[src/rtl/wp_pkg.sv]
// Shared types and helpers for the serial wiper register.
// Assumes the wiper width is at least 2 bits.
package wp_pkg;

    // Switch and driver controls produced by the shutdown logic.
    typedef struct packed {
        logic term_open;
        logic wiper_short;
        logic sdo_en;
    } wp_sw_t;

endpackage

[src/rtl/wp_sync.sv]
// Multi-stage resynchroniser for a bundle of asynchronous inputs.
// Every bit gets STAGES flops. RST_VAL gives each bit its idle level, which
// keeps reset free of false edges. Assumes STAGES >= 1.
module wp_sync #(
    parameter int            N       = 5,
    parameter int            STAGES  = 2,
    parameter logic [N-1:0]  RST_VAL = '0
) (
    input  logic         clk,
    input  logic         rst_n,
    input  logic [N-1:0] d,
    output logic [N-1:0] q
);

    logic [N-1:0] stg [STAGES];

    for (genvar s = 0; s < STAGES; s++) begin : g_stage
        if (s == 0) begin : g_first
            // First flop: capture the raw asynchronous inputs.
            always_ff @(posedge clk) begin
                if (!rst_n) stg[s] <= RST_VAL;
                else        stg[s] <= d;
            end
        end else begin : g_next
            // Later flops: settle metastability from the stage before.
            always_ff @(posedge clk) begin
                if (!rst_n) stg[s] <= RST_VAL;
                else        stg[s] <= stg[s-1];
            end
        end
    end

    assign q = stg[STAGES-1];

endmodule

[src/rtl/wp_shifter.sv]
// Serial input shift register with a registered daisy-chain output.
// Shifts MSB first on shift_en. The bit leaving the top of the register goes
// to sdo_q, so sdo shows the bit entered W shifts earlier. clear has priority
// over shifting.
module wp_shifter #(
    parameter int W = 7
) (
    input  logic         clk,
    input  logic         rst_n,
    input  logic         clear,
    input  logic         shift_en,
    input  logic         din,
    output logic [W-1:0] sr_q,
    output logic         sdo_q
);

    // Shift path: clear on reset or midscale, otherwise shift when enabled.
    always_ff @(posedge clk) begin
        if (!rst_n || clear) begin
            sr_q  <= '0;
            sdo_q <= 1'b0;
        end else if (shift_en) begin
            sdo_q <= sr_q[W-1];
            sr_q  <= {sr_q[W-2:0], din};
        end
    end

endmodule

[src/rtl/wp_latch.sv]
// Wiper latch. Holds the committed code. The midscale preset overrides a
// commit in the same cycle. Block reset also loads midscale.
module wp_latch #(
    parameter int W = 7
) (
    input  logic         clk,
    input  logic         rst_n,
    input  logic         preset,
    input  logic         load,
    input  logic [W-1:0] din,
    output logic [W-1:0] code_q
);

    localparam logic [W-1:0] MIDSCALE = {1'b1, {(W-1){1'b0}}};

    // Latch update: reset and preset first, then commit.
    always_ff @(posedge clk) begin
        if (!rst_n)      code_q <= MIDSCALE;
        else if (preset) code_q <= MIDSCALE;
        else if (load)   code_q <= din;
    end

endmodule

[src/rtl/wp_switch.sv]
// Shutdown and output-enable decode. Purely combinational from synchronised
// levels. In shutdown the effective wiper reads 0 (tied to terminal B) while
// the latch behind it keeps its value.
module wp_switch #(
    parameter int W = 7
) (
    input  logic              shdn_act,
    input  logic              sel_act,
    input  logic [W-1:0]      code_q,
    output wp_pkg::wp_sw_t    sw,
    output logic [W-1:0]      code_out
);

    // Decode switch controls and the visible wiper code.
    always_comb begin
        sw.term_open   = shdn_act;
        sw.wiper_short = shdn_act;
        sw.sdo_en      = sel_act && !shdn_act;
        code_out       = shdn_act ? '0 : code_q;
    end

endmodule

[src/rtl/serial_wiper_reg.sv]
// Serial-loaded wiper position register (top).
// Resynchronises the serial and control inputs, detects rising edges of the
// serial clock and the select, and drives the shifter, the latch and the
// shutdown decode. Assumes clk is at least 4x faster than sclk, and that each
// input level is held for at least SYNC_STAGES+2 clk cycles.
module serial_wiper_reg #(
    parameter int W           = 7,
    parameter int SYNC_STAGES = 2
) (
    input  logic         clk,
    input  logic         rst_n,
    input  logic         cs_n,
    input  logic         sclk,
    input  logic         sdi,
    input  logic         mid_rst_n,
    input  logic         shdn_n,
    output logic         sdo,
    output logic         sdo_en,
    output logic [W-1:0] wiper_code,
    output logic         term_a_open,
    output logic         wiper_short
);

    localparam int           NSYNC    = 5;
    localparam logic [4:0]   SYNC_IDLE = 5'b11001;

    logic [NSYNC-1:0] raw_in, synced;
    logic cs_n_s, sclk_s, sdi_s, mid_n_s, shdn_n_s;
    logic cs_prev, sclk_prev;
    logic cs_rise, sclk_rise, cs_act, mid_act, shdn_act;
    logic [W-1:0] sr_q, code_q;
    logic sdo_q;
    wp_pkg::wp_sw_t sw;

    assign raw_in = {shdn_n, mid_rst_n, sdi, sclk, cs_n};

    wp_sync #(.N(NSYNC), .STAGES(SYNC_STAGES), .RST_VAL(SYNC_IDLE)) sync_i (
        .clk   (clk),
        .rst_n (rst_n),
        .d     (raw_in),
        .q     (synced)
    );

    assign cs_n_s   = synced[0];
    assign sclk_s   = synced[1];
    assign sdi_s    = synced[2];
    assign mid_n_s  = synced[3];
    assign shdn_n_s = synced[4];

    // Edge history for the select and the serial clock.
    always_ff @(posedge clk) begin
        if (!rst_n) begin
            cs_prev   <= 1'b1;
            sclk_prev <= 1'b0;
        end else begin
            cs_prev   <= cs_n_s;
            sclk_prev <= sclk_s;
        end
    end

    assign cs_rise   = cs_n_s && !cs_prev;
    assign sclk_rise = sclk_s && !sclk_prev;
    assign cs_act    = !cs_n_s;
    assign mid_act   = !mid_n_s;
    assign shdn_act  = !shdn_n_s;

    wp_shifter #(.W(W)) shift_i (
        .clk      (clk),
        .rst_n    (rst_n),
        .clear    (mid_act),
        .shift_en (sclk_rise && cs_act),
        .din      (sdi_s),
        .sr_q     (sr_q),
        .sdo_q    (sdo_q)
    );

    wp_latch #(.W(W)) latch_i (
        .clk    (clk),
        .rst_n  (rst_n),
        .preset (mid_act),
        .load   (cs_rise),
        .din    (sr_q),
        .code_q (code_q)
    );

    wp_switch #(.W(W)) switch_i (
        .shdn_act (shdn_act),
        .sel_act  (cs_act),
        .code_q   (code_q),
        .sw       (sw),
        .code_out (wiper_code)
    );

    assign sdo         = sdo_q;
    assign sdo_en      = sw.sdo_en;
    assign term_a_open = sw.term_open;
    assign wiper_short = sw.wiper_short;

endmodule

[config.mk]
export PLATFORM = sky130hd
export DESIGN_NAME = serial_wiper_reg
export DESIGN_NICKNAME = d
export VERILOG_FILES = /design/src/rtl/wp_pkg.sv /design/src/rtl/wp_sync.sv /design/src/rtl/wp_shifter.sv /design/src/rtl/wp_latch.sv /design/src/rtl/wp_switch.sv /design/src/rtl/serial_wiper_reg.sv
export SDC_FILE = /design/constraint.sdc
export NUM_CORES = 1
export LEC_CHECK = 0
export ABC_AREA = 1
export ABC_CLOCK_PERIOD_IN_PS = 900
export BUFFER_PORTS_ARGS = -buffer_cell sky130_fd_sc_hd__buf_2
export CORE_MARGIN = 2
export CORE_UTILIZATION = 48
export DETAILED_ROUTE_END_ITERATION = 8
export HOLD_SLACK_MARGIN = 0.08
export PLACE_DENSITY = 0.74
export SYNTH_ARGS = -nofsm -noshare
export SYNTH_HDL_FRONTEND = slang
export SYNTH_SLANG_ARGS = --single-unit
[constraint.sdc]
create_clock -name clk -period 0.9 [get_ports clk]
set_input_delay 0.135 -clock clk [delete_from_list [all_inputs] [get_ports clk]]
set_output_delay 0.135 -clock clk [all_outputs]
set_load 0.005 [all_outputs]
==> flow_summary.yaml <==
critical_path:
  cp_num_buf_inv: 2
  cpPeakStageDelay_ns: 0.41
  critical_path.startpoint: "sync_i.stg[1][4]$_SDFF_PN1_"
  reg2reg_to: "shift_i.sr_q[2]$_SDFFE_PP0P_"
  start_kind: "flip-flop"
  ff2ff_path_depth: 5
  path_class: "flip-flop to primary output"
  r2r_setup_slack_ns: -0.07
  slowest_stage: "dfxtp_4"
  cp.required_ns: 0.76
  r2r-start: "sync_i.stg[1][0]$_SDFF_PN1_"
  crit_end: "sdo_en"
  path_delay_family: "flip-flops"
  crit_fanout: 8
  path_cells: "inv_2 -> nor2_1 -> buf_2"
  path_depth: 3
  end_kind: "primary output"
  critPathArrivalTime_ns: 0.95
floorplan:
  core_area_um2: 2148
  die_w_um: 51.16
  ios: 18
  start_util_pct: 49.68
  die-area_um2: 2617
  num_rows: 17
  die_h_um: 51.16
routing:
  routed_via_density: 4.215
  drtIter0Drc: 6
  drt-total-wl_um: 1631
  drtPass1Iterations: 4
  vias: 805
  wl_per_cell_um: 8.539
  drc: 0
  ant_nets: 0
layout:
  fillers: 203
  antenna_cells: 0
  layout.nets: 171
  final_core_util_pct: 59.70
  register_area_um2: 550.5
  multi_input_area_um2: 371.6
  drive_gt1_share_pct: 30.06
  syn_to_final_growth_pct: 20.16
synthesis:
  yosys_warnings: 0
  postSynth.asyncResetShare_pct: 0
  synth_top_area_share_pct: 50.64
  yosysMostFrequentCell: "nand2_1"
  synth.distinct_cells: 16
  syn_nets: 146
  syn_area_um2: 1067
  synth_edf_count: 0
  avgSynthCellArea_um2: 7.678
  syn-instance-count: 139
  synth-main-ff-cell: "dfxtp_1"
  synth_area_leaders: "dfxtp_1 (51%), nand2_1 (12%), inv_1 (10%), nor2_1 (6.7%), nor2_2 (5.9%)"
  synthTopCellsByCount: "nand2_1 (33), inv_1 (29), dfxtp_1 (27)"
  yosys.area.top_type: "dfxtp_1"
  seq_area_frac_synth_pct: 50.64
  synth_seq_cells: 27
clock_network:
  clkLatencyLatePin_ns: 0.31
  cts_sinks: 27
  clockBufferDepth: 2
  numCtsBuffers: 3
  root_buffer: "clkbuf_4"
  h-tree-depth: 1
  cts_tree: "built"
  clkTransAtPathRegs_ns: 0.13
sta:
  whs_ns: 0.1566
  fin_skew_ns: 0.003413
  hold_viol_final: 0
  finalCritPeriodShare_pct: 120.5
  fin_crit_ns: 1.084
  relSlewSlack_pct: 87.23
  max_freq_mhz: 922.4
  drv_slew: 0
  rsz0062_at_grt: "yes"
  setup_viol: 19
  setup_slack_ns: -0.1841
  worst_slew_pin_slew_ns: 0.1916
run_status:
  status: "finished, violations left"
  violations: "negative setup slack"
grt:
  grt_max_degree: 16
  grt_pass1_wl_um: 3070
  track_usage_pct: 15.75
  grt_pass1_vias: 747
  grt_overflow: 0
  antenna_found_initial: 0
pwr:
  power_density_nw_per_um2: 1483
  cellLeakagePower_uw: 0.0007317
  power.total_uw: 1902
  ir_drop_v: 0.001155
job:
  maxCapViolCount: 0
placement:
  dpl.hpwl_um: 1059
  gp_congestion: 0.6802
  dp_slack_ns: -0.04975
  io_buffers: 17
hold_path:
  hold_path_class: "input pin to flip-flop"
[cell usage in the layout (no fill, tap or decap)]
master,instances
nand2_1,33
buf_2,17
buf_4,1
nand3_4,2
o21ai_0,3
clkbuf_4,3
clkinv_8,1
o211ai_1,1
dlygate4sd3_1,5
o21ai_1,3
nor2_2,10
inv_1,27
dfxtp_4,2
dfxtp_2,2
clkinv_2,1
nor2_1,19
buf_12,1
nand2_2,3
dfxtp_1,23
inv_4,1
inv_2,3
nand2_4,2
[stage by stage]
step / cell area (um^2) / instances / TNS, ns
global route: 1282 / 191 / -3.448
detailed placement: 1142 / 180 / -0.2942
finish: 1282 / 191 / -1.961
CTS: 1245 / 190 / -1.706
global placement: 1142 / 180 / -0.03047
floorplan: 1067 / 139 / 0
[worst min path at each step]
stage	from	endpoint	slack [ns]	cells after the start
after global placement	shdn_n	sync_i.stg[0][4]$_SDFF_PN1_	0.30	3
after global routing	rst_n	sync_i.stg[0][4]$_SDFF_PN1_	0.15	3
after detailed placement	shdn_n	sync_i.stg[0][4]$_SDFF_PN1_	0.31	3
after CTS	rst_n	sync_i.stg[1][4]$_SDFF_PN1_	0.15	3
after floorplan	cs_n	sync_i.stg[0][0]$_SDFF_PN1_	0.22	2
final	rst_n	sync_i.stg[1][4]$_SDFF_PN1_	0.16	3
[area by class of cell]
cell class / count / area share [%]
clock buffer: 3 / 1.756
clock inverter: 1 / 0.3902
inverter: 32 / 10.54
multi-input combinational: 76 / 28.98
sequential: 27 / 42.93
tap: 28 / 2.732
timing repair buffer: 24 / 12.68
[sequential cells by signal, summed over array words and instances, names as in the netlist]
signal and cells:
sync_i.stg 10, latch_i.code_q 7, shift_i.sr_q 7, cs_prev 1, sclk_prev 1, shift_i.sdo_q 1
[cells by family after synthesis]
group / share of synthesized area (%)
AOI/OAI and AO/OA: 3.516
buffers and inverters: 16.18
DFF: 50.64
and+or+nand+nor: 29.66
[report_power, final]
| group | switching (uW) | total (uW) | internal [uW] |
|---|---|---|---|
| logic | 80.0 | 154 | 74.1 |
| registers | 21.9 | 1250 | 1230 |
| clock network | 331 | 498 | 166 |
[timing repair]
action / 4_1_cts / 5_1_grt
gates resized for setup: 8 / 8
hold buffers: 5 / 0
endpoints found under the setup margin: 19 / 25
setup buffers: 0 / 1
pin swaps: 3 / 3
cloned: 1 / 0
endpoints found under the hold margin: 5 / 0
[worst min-delay path, delay by kind of cell]
kind,cells,cell delay (ns)
buffers and inverters,2,0.25
and+or+nand+nor,1,0.06
[per-layer routing]
| metal | track usage (%) | routed length, um | vias to the layer above |
|---|---|---|---|
| li1 | - | - | 441 |
| met1 | 18.40 | 707 | 343 |
| met2 | 28.14 | 835 | 16 |
| met3 | 2.632 | 59 | 5 |
| met4 | 6.757 | 28 | 0 |
| met5 | 0 | 0 | - |
No activity file was read; power rests on OpenSTA's default activity.
